--- config.mk ---
export PLATFORM = sky130hd
export DESIGN_NAME = coh_node_ctrl
export DESIGN_NICKNAME = d
export VERILOG_FILES = /design/src/rtl/coh_pkg.sv /design/src/rtl/coh_line_array.sv /design/src/rtl/coh_snoop_unit.sv /design/src/rtl/coh_bus_port.sv /design/src/rtl/coh_node_ctrl.sv
export SDC_FILE = /design/constraint.sdc
export NUM_CORES = 1
export LEC_CHECK = 0
export ABC_AREA = 0
export BUFFER_PORTS_ARGS = -buffer_cell sky130_fd_sc_hd__buf_2
export CORE_MARGIN = 3
export CORE_UTILIZATION = 40
export DETAILED_ROUTE_END_ITERATION = 16
export GPL_ROUTABILITY_DRIVEN = 1
export PLACE_DENSITY_LB_ADDON = 0.08
export RECOVER_POWER = 100
export SLEW_MARGIN = 20
export SYNTH_ARGS = -nofsm -noshare
export SYNTH_HDL_FRONTEND = slang
export SYNTH_SLANG_ARGS = --single-unit
--- constraint.sdc ---
create_clock -name clk -period 7.2 [get_ports clk]
set_clock_uncertainty 0.1 [all_clocks]
set_input_delay 1.44 -clock clk [delete_from_list [all_inputs] [get_ports clk]]
set_output_delay 1.44 -clock clk [all_outputs]
set_load 0.02 [all_outputs]
--- src/rtl/coh_pkg.sv ---
package coh_pkg;
  typedef enum logic [1:0] {LS_I = 2'd0, LS_S = 2'd1, LS_M = 2'd2} line_st_t;
  typedef enum logic [1:0] {BC_NONE = 2'd0, BC_RD = 2'd1, BC_RDX = 2'd2, BC_WB = 2'd3} bus_cmd_t;
  typedef enum logic [1:0] {OP_RD = 2'd0, OP_WR = 2'd1, OP_EV = 2'd2} cpu_op_t;
endpackage

--- src/rtl/coh_line_array.sv ---
module coh_line_array
  import coh_pkg::*;
#(
  parameter int LINES  = 8,
  parameter int TAG_W  = 13,
  parameter int DATA_W = 32,
  localparam int IDX_W = $clog2(LINES)
) (
  input  logic                      clk,
  input  logic                      rst_n,
  input  logic [IDX_W-1:0]          a_idx,
  output line_st_t                  a_st,
  output logic [TAG_W-1:0]          a_tag,
  output logic [DATA_W-1:0]         a_data,
  input  logic [IDX_W-1:0]          b_idx,
  output line_st_t                  b_st,
  output logic [TAG_W-1:0]          b_tag,
  output logic [DATA_W-1:0]         b_data,
  input  logic                      su_en,
  input  logic [IDX_W-1:0]          su_idx,
  input  line_st_t                  su_st,
  input  logic                      cw_en,
  input  logic [IDX_W-1:0]          cw_idx,
  input  line_st_t                  cw_st,
  input  logic [TAG_W-1:0]          cw_tag,
  input  logic [DATA_W-1:0]         cw_data,
  output logic [LINES-1:0][1:0]     st_all
);
  line_st_t          st_q   [LINES];
  logic [TAG_W-1:0]  tag_q  [LINES];
  logic [DATA_W-1:0] data_q [LINES];

  // Controller writes win over snoop state updates to the same line.
  always_ff @(posedge clk) begin
    for (int i = 0; i < LINES; i++) begin
      if (!rst_n) begin
        st_q[i]   <= LS_I;
        tag_q[i]  <= '0;
        data_q[i] <= '0;
      end else if (cw_en && cw_idx == IDX_W'(i)) begin
        st_q[i]   <= cw_st;
        tag_q[i]  <= cw_tag;
        data_q[i] <= cw_data;
      end else if (su_en && su_idx == IDX_W'(i)) begin
        st_q[i]   <= su_st;
      end
    end
  end

  assign a_st   = st_q[a_idx];
  assign a_tag  = tag_q[a_idx];
  assign a_data = data_q[a_idx];
  assign b_st   = st_q[b_idx];
  assign b_tag  = tag_q[b_idx];
  assign b_data = data_q[b_idx];

  for (genvar g = 0; g < LINES; g++) begin : g_probe
    assign st_all[g] = st_q[g];
  end
endmodule

--- src/rtl/coh_snoop_unit.sv ---
module coh_snoop_unit
  import coh_pkg::*;
#(
  parameter int TAG_W  = 13,
  parameter int DATA_W = 32
) (
  input  logic              valid,
  input  bus_cmd_t          cmd,
  input  logic [TAG_W-1:0]  tag,
  input  line_st_t          ent_st,
  input  logic [TAG_W-1:0]  ent_tag,
  input  logic [DATA_W-1:0] ent_data,
  output logic              shared_hit,
  output logic              flush,
  output logic [DATA_W-1:0] flush_data,
  output logic              upd_en,
  output line_st_t          upd_st
);
  logic relevant;
  logic match;

  assign relevant   = valid && (cmd == BC_RD || cmd == BC_RDX);
  assign match      = relevant && ent_st != LS_I && ent_tag == tag;
  assign shared_hit = match && ent_st == LS_S;
  assign flush      = match && ent_st == LS_M;
  assign flush_data = flush ? ent_data : '0;
  assign upd_en     = match && (cmd == BC_RDX || ent_st == LS_M);
  assign upd_st     = (cmd == BC_RDX) ? LS_I : LS_S;
endmodule

--- src/rtl/coh_bus_port.sv ---
module coh_bus_port
  import coh_pkg::*;
#(
  parameter int ADDR_W = 16,
  parameter int DATA_W = 32
) (
  input  logic              clk,
  input  logic              rst_n,
  input  logic              start,
  input  bus_cmd_t          start_cmd,
  input  logic [ADDR_W-1:0] start_addr,
  input  logic [DATA_W-1:0] start_data,
  input  logic              bus_gnt,
  input  logic              bus_resp,
  output logic              bus_req,
  output bus_cmd_t          bus_cmd,
  output logic [ADDR_W-1:0] bus_addr,
  output logic [DATA_W-1:0] bus_wdata,
  output logic              done
);
  typedef enum logic [1:0] {BP_IDLE, BP_REQ, BP_RESP} bp_st_t;
  bp_st_t            st;
  bus_cmd_t          cmd_q;
  logic [ADDR_W-1:0] addr_q;
  logic [DATA_W-1:0] data_q;

  assign done = (st == BP_RESP) && bus_resp;

  always_ff @(posedge clk) begin
    if (!rst_n) begin
      st     <= BP_IDLE;
      cmd_q  <= BC_NONE;
      addr_q <= '0;
      data_q <= '0;
    end else if (start) begin
      st     <= BP_REQ;
      cmd_q  <= start_cmd;
      addr_q <= start_addr;
      data_q <= start_data;
    end else begin
      case (st)
        BP_REQ:  if (bus_gnt) st <= BP_RESP;
        BP_RESP: if (bus_resp) st <= BP_IDLE;
        default: st <= BP_IDLE;
      endcase
    end
  end

  assign bus_req   = (st == BP_REQ);
  assign bus_cmd   = (st == BP_REQ) ? cmd_q : BC_NONE;
  assign bus_addr  = (st == BP_REQ) ? addr_q : '0;
  assign bus_wdata = (st == BP_REQ) ? data_q : '0;

  assert_req_held_R10: assert property (@(posedge clk) disable iff (!rst_n)
    (bus_req && !bus_gnt) |=> (bus_req && $stable(bus_cmd) && $stable(bus_addr) && $stable(bus_wdata)));

  assert_start_when_free_R10: assert property (@(posedge clk) disable iff (!rst_n)
    start |-> (st == BP_IDLE || done));
endmodule

--- src/rtl/coh_node_ctrl.sv ---
module coh_node_ctrl
  import coh_pkg::*;
#(
  parameter int ADDR_W = 16,
  parameter int DATA_W = 32,
  parameter int LINES  = 8,
  localparam int IDX_W = $clog2(LINES),
  localparam int TAG_W = ADDR_W - IDX_W
) (
  input  logic              clk,
  input  logic              rst_n,
  input  logic              cpu_req,
  input  logic [1:0]        cpu_op,
  input  logic [ADDR_W-1:0] cpu_addr,
  input  logic [DATA_W-1:0] cpu_wdata,
  output logic              cpu_busy,
  output logic              cpu_done,
  output logic [DATA_W-1:0] cpu_rdata,
  output logic              bus_req,
  input  logic              bus_gnt,
  output logic [1:0]        bus_cmd,
  output logic [ADDR_W-1:0] bus_addr,
  output logic [DATA_W-1:0] bus_wdata,
  input  logic              bus_resp,
  input  logic [DATA_W-1:0] bus_rdata,
  input  logic              snoop_valid,
  input  logic [1:0]        snoop_cmd,
  input  logic [ADDR_W-1:0] snoop_addr,
  output logic              snoop_shared_hit,
  output logic              snoop_flush,
  output logic [DATA_W-1:0] snoop_data,
  output logic              mem_abort
);
  function automatic logic [IDX_W-1:0] idx_of(input logic [ADDR_W-1:0] a);
    return a[IDX_W-1:0];
  endfunction
  function automatic logic [TAG_W-1:0] tag_of(input logic [ADDR_W-1:0] a);
    return a[ADDR_W-1:IDX_W];
  endfunction
  function automatic logic [ADDR_W-1:0] join_addr(input logic [TAG_W-1:0] t, input logic [IDX_W-1:0] i);
    return {t, i};
  endfunction

  typedef enum logic [1:0] {PS_IDLE, PS_WB, PS_FILL} ps_t;
  ps_t               ps, nxt;
  cpu_op_t           op_q;
  logic [ADDR_W-1:0] addr_q;
  logic [DATA_W-1:0] wdata_q;
  bus_cmd_t          fill_q, fill_d;

  // array ports
  line_st_t          a_st, b_st;
  logic [TAG_W-1:0]  a_tag, b_tag;
  logic [DATA_W-1:0] a_data, b_data;
  logic [LINES-1:0][1:0] st_all;
  logic              su_en;
  line_st_t          su_st;
  logic              cw_en;
  logic [IDX_W-1:0]  cw_idx;
  line_st_t          cw_st;
  logic [TAG_W-1:0]  cw_tag;
  logic [DATA_W-1:0] cw_data;

  // bus port
  logic              bp_start, bp_done;
  bus_cmd_t          bp_cmd, bus_cmd_e;
  logic [ADDR_W-1:0] bp_addr;
  logic [DATA_W-1:0] bp_data;

  // named internal events
  logic [ADDR_W-1:0] look_addr;
  logic [IDX_W-1:0]  snp_idx;
  logic              hit_loc, accept, ctrl_same;
  bus_cmd_t          snp_cmd_e;
  cpu_op_t           op_e;

  assign look_addr = (ps == PS_IDLE) ? cpu_addr : addr_q;
  assign snp_idx   = idx_of(snoop_addr);
  assign snp_cmd_e = bus_cmd_t'(snoop_cmd);
  assign op_e      = cpu_op_t'(cpu_op);
  assign hit_loc   = (b_st != LS_I) && (b_tag == tag_of(look_addr));
  assign accept    = (ps == PS_IDLE) && cpu_req && !snoop_valid;

  coh_line_array #(.LINES(LINES), .TAG_W(TAG_W), .DATA_W(DATA_W)) u_array (
    .clk(clk), .rst_n(rst_n),
    .a_idx(snp_idx), .a_st(a_st), .a_tag(a_tag), .a_data(a_data),
    .b_idx(idx_of(look_addr)), .b_st(b_st), .b_tag(b_tag), .b_data(b_data),
    .su_en(su_en), .su_idx(snp_idx), .su_st(su_st),
    .cw_en(cw_en), .cw_idx(cw_idx), .cw_st(cw_st), .cw_tag(cw_tag), .cw_data(cw_data),
    .st_all(st_all)
  );

  coh_snoop_unit #(.TAG_W(TAG_W), .DATA_W(DATA_W)) u_snoop (
    .valid(snoop_valid), .cmd(snp_cmd_e), .tag(tag_of(snoop_addr)),
    .ent_st(a_st), .ent_tag(a_tag), .ent_data(a_data),
    .shared_hit(snoop_shared_hit), .flush(snoop_flush), .flush_data(snoop_data),
    .upd_en(su_en), .upd_st(su_st)
  );
  assign mem_abort = snoop_flush;

  coh_bus_port #(.ADDR_W(ADDR_W), .DATA_W(DATA_W)) u_bus (
    .clk(clk), .rst_n(rst_n),
    .start(bp_start), .start_cmd(bp_cmd), .start_addr(bp_addr), .start_data(bp_data),
    .bus_gnt(bus_gnt), .bus_resp(bus_resp),
    .bus_req(bus_req), .bus_cmd(bus_cmd_e), .bus_addr(bus_addr), .bus_wdata(bus_wdata),
    .done(bp_done)
  );
  assign bus_cmd = bus_cmd_e;

  always_comb begin
    nxt      = ps;
    cpu_done = 1'b0;
    cw_en    = 1'b0;
    cw_idx   = idx_of(look_addr);
    cw_st    = b_st;
    cw_tag   = b_tag;
    cw_data  = b_data;
    bp_start = 1'b0;
    bp_cmd   = BC_NONE;
    bp_addr  = look_addr;
    bp_data  = b_data;
    fill_d   = fill_q;
    case (ps)
      PS_IDLE: if (accept) begin
        if (op_e == OP_EV) begin
          if (hit_loc && b_st == LS_M) begin
            bp_start = 1'b1;
            bp_cmd   = BC_WB;
            nxt      = PS_WB;
          end else begin
            cpu_done = 1'b1;
            cw_en    = hit_loc;
            cw_st    = LS_I;
          end
        end else if (op_e == OP_RD && hit_loc) begin
          cpu_done = 1'b1;
        end else if (op_e == OP_WR && hit_loc && b_st == LS_M) begin
          cpu_done = 1'b1;
          cw_en    = 1'b1;
          cw_data  = cpu_wdata;
        end else if (op_e == OP_RD || op_e == OP_WR) begin
          fill_d = (op_e == OP_RD) ? BC_RD : BC_RDX;
          if (!hit_loc && b_st == LS_M) begin
            bp_start = 1'b1;
            bp_cmd   = BC_WB;
            bp_addr  = join_addr(b_tag, idx_of(look_addr));
            nxt      = PS_WB;
          end else begin
            bp_start = 1'b1;
            bp_cmd   = fill_d;
            nxt      = PS_FILL;
          end
        end else begin
          cpu_done = 1'b1;
        end
      end
      PS_WB: if (bp_done) begin
        cw_en = 1'b1;
        cw_st = LS_I;
        if (op_q == OP_EV) begin
          cpu_done = 1'b1;
          nxt      = PS_IDLE;
        end else begin
          bp_start = 1'b1;
          bp_cmd   = fill_q;
          nxt      = PS_FILL;
        end
      end
      PS_FILL: if (bp_done) begin
        cw_en    = 1'b1;
        cw_tag   = tag_of(addr_q);
        cw_st    = (fill_q == BC_RDX) ? LS_M : LS_S;
        cw_data  = (fill_q == BC_RDX) ? wdata_q : bus_rdata;
        cpu_done = 1'b1;
        nxt      = PS_IDLE;
      end
      default: nxt = PS_IDLE;
    endcase
  end

  always_ff @(posedge clk) begin
    if (!rst_n) begin
      ps      <= PS_IDLE;
      op_q    <= OP_RD;
      addr_q  <= '0;
      wdata_q <= '0;
      fill_q  <= BC_NONE;
    end else begin
      ps <= nxt;
      if (accept) begin
        op_q    <= op_e;
        addr_q  <= cpu_addr;
        wdata_q <= cpu_wdata;
        fill_q  <= fill_d;
      end
    end
  end

  assign cpu_busy  = (ps != PS_IDLE);
  assign cpu_rdata = (ps == PS_FILL) ? bus_rdata : b_data;
  assign ctrl_same = cw_en && (cw_idx == snp_idx);

  assert_snoop_rd_demote_R6: assert property (@(posedge clk) disable iff (!rst_n)
    (snoop_valid && snoop_flush && snp_cmd_e == BC_RD && !ctrl_same)
      |=> st_all[$past(snp_idx)] == LS_S);

  assert_snoop_rdx_inval_R7: assert property (@(posedge clk) disable iff (!rst_n)
    (snoop_valid && snp_cmd_e == BC_RDX && (snoop_shared_hit || snoop_flush) && !ctrl_same)
      |=> st_all[$past(snp_idx)] == LS_I);

  assert_read_fill_shared_R2: assert property (@(posedge clk) disable iff (!rst_n)
    (ps == PS_FILL && bp_done && fill_q == BC_RD) |=> st_all[$past(idx_of(addr_q))] == LS_S);

  assert_excl_fill_modified_R3: assert property (@(posedge clk) disable iff (!rst_n)
    (ps == PS_FILL && bp_done && fill_q == BC_RDX) |=> st_all[$past(idx_of(addr_q))] == LS_M);

  assert_writeback_invalid_R8: assert property (@(posedge clk) disable iff (!rst_n)
    (ps == PS_WB && bp_done) |=> st_all[$past(idx_of(addr_q))] == LS_I);

  assert_snoop_outputs_exclusive_R6: assert property (@(posedge clk) disable iff (!rst_n)
    $onehot0({snoop_shared_hit, snoop_flush}));
endmodule

Yosys cells after proc, flatten, opt, wreduce, memory -nomap -nowiden
Memories as Yosys holds them, arrays and structs flattened. Cells that the tools add are included.

Flip-flop bits (word level): 106. Memory bits (writable): 376. Output and inout port bits: 120. Logic and storage cells: 308. Memories: 3.

Memories: u_array.data_q (words 8, bits a word 32, rd ports 2, clocked after memory_dff 0, wr ports 8, line coh_line_array.sv:31) `logic [DATA_W-1:0] data_q [LINES];`; u_array.tag_q (words 8, bits a word 13, rd ports 2, clocked after memory_dff 0, wr ports 8, line coh_line_array.sv:30) `logic [TAG_W-1:0] tag_q [LINES];`; u_array.st_q (words 8, bits a word 2, rd ports 2, clocked after memory_dff 0, wr ports 8, line coh_line_array.sv:29) `line_st_t st_q [LINES];`.

Equality and inequality tests: 40. Muxes and demuxes: 170. Bitwise gates (word level): 36. Reductions and logical operators: 49.

Operators by type and width (count): 32-bit two-way mux (17); 16-bit two-way mux (9); 13-bit two-way mux (10); 2-bit two-way mux (45); 1-bit two-way mux (81); 32-bit case mux with 2 select lines (1); 1-bit bitwise OR (32); 1-bit logical AND (31); 13-bit == test (2); 3-bit == test, second input constant (8); 2-bit == test, second input constant (8); 3-bit by 2-bit == test with 1-bit output, second input constant (4); 2-bit case mux with 3 select lines (2); 2-bit by 1-bit == test with 1-bit output, second input constant (5); 3-bit inequality test, second input constant (3); 2-bit inequality test, second input constant (4); 2-bit case mux with 2 select lines (2); 7-bit AND reduction (1); 3-bit by 1-bit == test with 1-bit output, second input constant (2); 3-bit zero test (2); 3-bit by 1-bit inequality test with 1-bit output, second input constant (2); 6-bit AND reduction (1); 2-bit nonzero test (3); 2-bit zero test (2); 9 further kinds (18).

Logic depth before layout (Yosys ltp)
Gate-level depths: netlist (run 1). An unclocked memory read counts as a cell.

Depth in word-level cells: 18. Depth in mapped cells: 18. Gate-level depth less buffers: 11.

Modules after synthesis
A second synthesis (run 1) with hierarchy kept.

Cell total of the unflattened synthesis: 2085. Area, all modules: 27089.7 sq um.

By module, submodules not included: coh_line_array (instances 1, cells each 1192, area an instance 19799.0 sq um, seq. area each 11290.8 sq um); coh_node_ctrl (instances 1, cells each 563, area an instance 4161.5 sq um, seq. area each 1081.0 sq um); coh_bus_port (instances 1, cells each 226, area an instance 2359.8 sq um, seq. area each 1041.0 sq um); coh_snoop_unit (instances 1, cells each 104, area an instance 769.5 sq um, seq. area each 0.0 sq um).

Worst setup path after synthesis (run 1)
OpenSTA, ideal clock, no wires.

Path kind: input -> output. From: in snoop_addr[0]. To: out snoop_flush. Arrival: 4.535 ns. Slack: 1.125 ns. Stages on the path: 12. Path buffers: 5. Path through: buf_1 -> buf_1 -> mux4_2 -> mux2i_1 -> xnor2_1 -> nor4b_1 -> nand4_1 -> nand2b_1 -> clkbuf_1 -> clkbuf_1 -> inv_1 -> buf_4.

Longest elaborated chain between the ends: 5.

RTL lines: start: declaration (line coh_node_ctrl.sv:28) `input logic [ADDR_W-1:0] snoop_addr,`; parallel branches: the longest is 4 deep, another holds memory 8 x 13 bit; 1-bit logical AND (*) (line coh_snoop_unit.sv:25) `assign flush = match && ent_st == LS_M;`; end: declaration (line coh_node_ctrl.sv:30) `output logic snoop_flush,`.

Every way passes the cells marked *.

Worst setup path after layout (run 1)
From: in cpu_addr[0]. To: out cpu_done.

Longest elaborated chain between the ends: 11.

RTL lines: start: declaration (line coh_node_ctrl.sv:14) `input logic [ADDR_W-1:0] cpu_addr,`; 16-bit two-way mux (*) (line coh_node_ctrl.sv:77) `assign look_addr = (ps == PS_IDLE) ? cpu_addr : addr_q;`; memory 8 x 13 bit or memory 8 x 2 bit (tied branches); 13-bit == test or 2-bit nonzero test (tied branches) (line coh_node_ctrl.sv:81) `assign hit_loc = (b_st != LS_I) && (b_tag == tag_of(look_addr));`; 1-bit logical AND (line coh_node_ctrl.sv:81); 1-bit logical AND (2 in series) (line coh_node_ctrl.sv:137) `end else if (op_e == OP_WR && hit_loc && b_st == LS_M) begin`; 1-bit two-way mux (line coh_node_ctrl.sv:137); 1-bit two-way mux (line coh_node_ctrl.sv:135) `end else if (op_e == OP_RD && hit_loc) begin`; 1-bit two-way mux (*) (line coh_node_ctrl.sv:125) `if (op_e == OP_EV) begin`; 1-bit two-way mux (*) (line coh_node_ctrl.sv:124) `PS_IDLE: if (accept) begin`; 1-bit case mux with 3 select lines (*) (line coh_node_ctrl.sv:123) `case (ps)`; end: declaration (line coh_node_ctrl.sv:17) `output logic cpu_done,`.

Every way passes the cells marked *; elsewhere a longest branch is shown, timed or not.

==> impl_metrics.env, run 1 <==
export IMPL_cp_start_kind="input port"
export IMPL_gp_congestion=0.9337
export IMPL_cts_resized=0
export IMPL_syn_area_per_cell_sq_um=11.17
export IMPL_rsz0062_at_grt="false"
export IMPL_grt_pass1_wl_mm=149.1
export IMPL_ys_async_sr_fraction_pct=0
export IMPL_tightestPinTransition_ps=1801
export IMPL_min_path_type="reg -> reg"
export IMPL_seq_area_frac_synth_pct=48.41
export IMPL_grt_pass1_vias=21470
export IMPL_hold_viol=0
export IMPL_setup_violations=0
export IMPL_leakage_nw=11.99
export IMPL_finalSetupTns_ps=0
export IMPL_hold_ws_ps=354.0
export IMPL_drcViolationCount=0
export IMPL_coreArea_sq_mm=0.06787
export IMPL_path_cells="buf_2, or3b_1, and2_0, o221ai_1, o22ai_1, xnor2_1, o41ai_1, nand3_1, a21oi_1, clkbuf_1"
export IMPL_grt_use_total_pct=27.21
export IMPL_areaGrowthSynthToFinish_pct=13.60
export IMPL_status="finished with violations"
export IMPL_pre_cts_ws_ps=429.9
export IMPL_totalWireLength_mm=101.8
export IMPL_die_x_microns=269.2
export IMPL_vias=22320
export IMPL_clk_latency_ps=640
export IMPL_failed_checks="max-capacitance violations, max-slew violations"
export IMPL_cts_tree="built"
export IMPL_synth_area_sq_mm=0.02771
export IMPL_clockBufferDepth=3
export IMPL_dpl_instance_area_sq_mm=0.03018
export IMPL_path_clk_slew_ps=60
export IMPL_cts_sinks=482
export IMPL_max_stage_delay_ps=680
export IMPL_clock_root_buffer="clkbuf_16"
export IMPL_grt_max_degree=75
export IMPL_cts_made_buffers=55
export IMPL_netlist_cell_type_count=80
export IMPL_crit_buf_inv=2
export IMPL_setup_slack_ps=272.7
export IMPL_cp_top_family="compound AO/OA/AOI/OAI gates"
export IMPL_drv_slew=87
export IMPL_rows=95
export IMPL_drive_gt1_share_pct=21.96
export IMPL_die_area_sq_mm=0.07246
export IMPL_total_power_mw=11.06
export IMPL_drt_wirelength_per_cell_microns=28.11
export IMPL_crit_fanout=24
export IMPL_path_class="in -> out"
export IMPL_cts_setup_buffers=0
export IMPL_final_common_cell="nor2_1"
export IMPL_synthCells=2481
export IMPL_fin_area_sq_mm=0.03148
export IMPL_end_kind="output port"
export IMPL_period_share_pct=96.21
export IMPL_io_buffers=225
export IMPL_antenna_found_initial=2
export IMPL_cts_hold_buf=0
export IMPL_dr_pass1_iters=5
export IMPL_fin_cells=3622
export IMPL_ant_nets=0
export IMPL_finish_utilization_pct=46.38
export IMPL_fmax_mhz=144.4
export IMPL_cpMaxStageDelayCell="o22ai_1"
export IMPL_viasPerCell=6.162
export IMPL_cts_htree_levels=2
export IMPL_ys_ff_latch=482
export IMPL_synthesis_nets=2592
export IMPL_layout_common_cells="nor2_1, edfxtp_1, nand2_1"
export IMPL_num_io_pins=226
export IMPL_worstPathArrival_ps=5390
export IMPL_drt_iter0_drc=2795
export IMPL_dieHeight_microns=269.2
export IMPL_peakVddDrop_mv=0.2148
export IMPL_power_density_mw_per_mm2=351.4
export IMPL_initial_utilization_pct=40.82
export IMPL_maxSlewHeadroom_pct=-20.07
export IMPL_synth_edf_count=376
export IMPL_nets=2769
export IMPL_drv_cap=2
export IMPL_dp_final_hpwl_mm=67.29
export IMPL_critical_path_required_ps=5660
export IMPL_synth_flop_cell="edfxtp_1"
export IMPL_dp_cells=3522
export IMPL_yosys_warnings=0
export IMPL_post_route_min_period_ps=6927
export IMPL_gr_total_overflow=0
## registers in the layout, indices dropped and copies added, names as in the netlist
name	cells
u_array.st_q	16
op_q	2
addr_q	16
u_bus.addr_q	16
wdata_q	32
u_bus.cmd_q	2
ps	2
u_bus.data_q	32
u_array.data_q	256
fill_q	2
u_bus.st	2
u_array.tag_q	104
## layer usage
metal / up-vias / track usage [%] / routed length, microns
li1: 9615 / - / -
met1: 11340 / 40.69 / 45130
met2: 1226 / 40.24 / 43860
met3: 138 / 6.357 / 10700
met4: 4 / 5.798 / 2093
met5: - / 0 / 18
## final cells by class
type	instances	area (sq um)
fillers	6406	36390
flip-flops and latches	482	13410
multi-input cells	1736	13030
repair buffers	339	1876
clock buffers	67	1473
well taps	921	1152
clock inverters	32	369.1
inverters	44	165.2
diodes	1	2.502
## tightest hold or removal path: cells and delay by family, from the launching register on
kind / cells / cell delay [ps]
AO/OA/AOI/OAI: 1 / 50
AND/OR/NAND/NOR: 1 / 50
flip-flops: 1 / 310
## kinds of logic after synthesis
kind of cell / share of synthesized area (%)
AOI/OAI and AO/OA: 10.59
xor gates and xnor gates: 0.5058
adders and majority gates: 0.2258
buffers and inverters: 4.213
DFF: 48.41
muxes: 20.29
and+or+nand+nor: 15.76
## power breakdown
part / internal, mW / switching [mW] / leakage (nW) / total (mW)
logic: 1.57 / 3.38 / 6.34 / 4.95
clock network: 1.67 / 1.22 / 0.899 / 2.90
registers: 3.13 / 0.0864 / 4.74 / 3.22
total: 6.37 / 4.69 / 12.0 / 11.1
## synth_stat cells (29+ instances only)
cell | count | area (sq um)
dfxtp_1 | 106 | 2122
nor4_1 | 41 | 256.5
nand3_1 | 37 | 185.2
o22ai_1 | 43 | 269.0
a311oi_2 | 32 | 480.5
clkbuf_1 | 147 | 551.8
nand2_1 | 285 | 1070
mux2_2 | 49 | 551.8
and2_1 | 75 | 469.2
o2111ai_1 | 29 | 254.0
nor2_1 | 416 | 1562
mux4_2 | 145 | 3266
inv_1 | 42 | 157.7
mux2i_1 | 176 | 1762
edfxtp_1 | 376 | 11290
o21ai_0 | 44 | 220.2
a21oi_1 | 94 | 470.5
## worst paths after layout
| check | startpoint | end | slack (ps) | cells after the start |
|---|---|---|---|---|
| worst min-delay path | wdata_q[23]$_SDFFE_PN0P_ | wdata_q[23]$_SDFFE_PN0P_ | 350 | 2 |
| worst max-delay path | cpu_addr[0] | cpu_done | 270 | 10 |
| worst min register to register | wdata_q[23]$_SDFFE_PN0P_ | wdata_q[23]$_SDFFE_PN0P_ | 350 | 2 |
| worst max register to register | ps[0]$_SDFFE_PN0P_ | u_array.data_q[5][27]$_SDFFCE_PP0P_ | 570 | 13 |
Note: power is estimated with default switching activity, not from simulation.
==> inputs of run 2 (changes only) <==
CORE_ASPECT_RATIO = 1.4   (was unset)
CORE_UTILIZATION = 42   (was 40)
==> impl_metrics.env, run 2 (synthesis results as in run 1) <==
export IMPL_status="finished with violations"
export IMPL_failed_checks="max-capacitance violations, max-slew violations"
export IMPL_critical_path_required_ps=7570
export IMPL_maxSlewHeadroom_pct=-94.72
export IMPL_hold_viol=0
export IMPL_period_share_pct=95.68
export IMPL_clockBufferDepth=3
export IMPL_end_kind="flip-flop"
export IMPL_top_layer_used="met5"
export IMPL_top_register="u_array.data_q"
export IMPL_grt_max_degree=70
export IMPL_fmax_mhz=145.2
export IMPL_min_path_type="reg -> reg"
export IMPL_num_io_pins=226
export IMPL_clk_latency_ps=620
export IMPL_dp_final_hpwl_mm=70.75
export IMPL_drcViolationCount=0
export IMPL_path_cells="buf_2, nand3b_1, buf_4, a21oi_1, a2111oi_2, clkbuf_1, nor3_1, nor4_1, nand4_1, a2111oi_4, clkbuf_1, o2111ai_4, clkbuf_2, nor2_1"
export IMPL_cpMaxStageDelayCell="clkbuf_1"
export IMPL_die_x_microns=223.1
export IMPL_crit_buf_inv=5
export IMPL_coreArea_sq_mm=0.06482
export IMPL_tightestPinTransition_ps=2921
export IMPL_dp_cells=3462
export IMPL_rows=110
export IMPL_ant_nets=0
export IMPL_gp_congestion=0.9235
export IMPL_hold_ws_ps=352.1
export IMPL_grt_pass1_wl_mm=152.6
export IMPL_die_area_sq_mm=0.06913
export IMPL_cts_hold_buf=0
export IMPL_drt_iter0_drc=2100
export IMPL_largest_reg_flops=256
export IMPL_setup_slack_ps=311.0
export IMPL_io_buffers=225
export IMPL_vias=22060
export IMPL_peakVddDrop_mv=0.2601
export IMPL_crit_fanout=22
export IMPL_cts_htree_levels=2
export IMPL_dieHeight_microns=309.9
export IMPL_totalWireLength_mm=105.2
export IMPL_wl_met2_mm=53.81
export IMPL_drv_cap=2
export IMPL_leakage_nw=12.04
export IMPL_rsz0062_at_grt="false"
export IMPL_drive_gt1_share_pct=22.52
export IMPL_final_common_cell="nor2_1"
export IMPL_met3RoutedLength_mm=5.946
export IMPL_grt_pass1_vias=22690
export IMPL_path_class="in -> reg"
export IMPL_drt_wirelength_per_cell_microns=29.55
export IMPL_cts_sinks=482
export IMPL_cts_resized=0
export IMPL_cts_made_buffers=52
export IMPL_power_density_mw_per_mm2=345.3
export IMPL_layout_common_cells="nor2_1, edfxtp_1, nand2_1"
export IMPL_cts_setup_buffers=0
export IMPL_gr_total_overflow=0
export IMPL_total_power_mw=10.88
export IMPL_antenna_found_initial=2
export IMPL_path_clk_slew_ps=60
export IMPL_cp_top_family="buffers and inverters"
export IMPL_cp_start_kind="input port"
export IMPL_cts_tree="built"
export IMPL_post_route_min_period_ps=6889
export IMPL_top_regs="u_array.data_q: 256 flops, u_array.tag_q: 104 flops"
export IMPL_viasPerCell=6.198
export IMPL_wl_met1_mm=38.01
export IMPL_setup_violations=0
export IMPL_fin_cells=3559
export IMPL_nets=2787
export IMPL_cp_common_cell="clkbuf_1"
export IMPL_pre_cts_ws_ps=641.6
export IMPL_drv_slew=91
export IMPL_grt_use_total_pct=29.69
export IMPL_max_stage_delay_ps=970
export IMPL_reg2reg_slack_ps=520
export IMPL_initial_utilization_pct=42.74
export IMPL_dr_pass1_iters=5
export IMPL_worstPathArrival_ps=7260
export IMPL_finalSetupTns_ps=0
export IMPL_clock_root_buffer="clkbuf_16"
export IMPL_areaGrowthSynthToFinish_pct=13.75
## run 2: routing by layer
metal	GRT usage [%]	vias up
li1	-	9668
met1	34.15	11240
met2	52.77	924
met3	3.935	224
met4	17.99	2
met5	0	-
## run 2: final timing paths
kind                             from  depth (start not counted)                            endpoint
max                       cpu_addr[1]                         14  u_array.data_q[7][9]$_SDFFCE_PP0P_
max reg2reg        ps[0]$_SDFFE_PN0P_                         13  u_array.data_q[4][8]$_SDFFCE_PN0P_
min          wdata_q[10]$_SDFFE_PN0P_                          2            wdata_q[10]$_SDFFE_PN0P_
min reg2reg  wdata_q[10]$_SDFFE_PN0P_                          2            wdata_q[10]$_SDFFE_PN0P_
## run 2: area by class of cell
class                           count  area [sq um]
Fill cell                        6067         33310
Sequential cell                   482         13410
Multi-Input combinational cell   1736         13110
Timing Repair Buffer              360          2042
Clock buffer                       63          1363
Tap cell                          840          1051
Clock inverter                     33         370.4
Inverter                           44         165.2
Antenna cell                        1         2.502
## run 2: per-stage QoR
stage | util (%) | area (sq um)
floorplan | - | 27710
global placement | 46.67 | 30250
detailed placement | 46.67 | 30250
CTS | 49.34 | 31990
global route | 48.62 | 31520
finish | 48.62 | 31520
## run 2: worst register-to-register path, cell delays in order (launching register included)
cell and delay, ps:
dfxtp_1 350, inv_1 130, ha_4 490, or3b_1 620, and2_0 570, buf_4 380, o22ai_1 170, a211oi_2 430
a211oi_1 160, nand4_1 250, clkbuf_1 1370, nor4_1 210, a311oi_1 1020, nor2_1 140
## run 2: power breakdown
part	internal, mW	total (mW)	switching (mW)	leakage [nW]
combinational	1.54	4.87	3.33	6.45
sequential	3.13	3.22	0.0927	4.74
clock	1.60	2.79	1.19	0.847
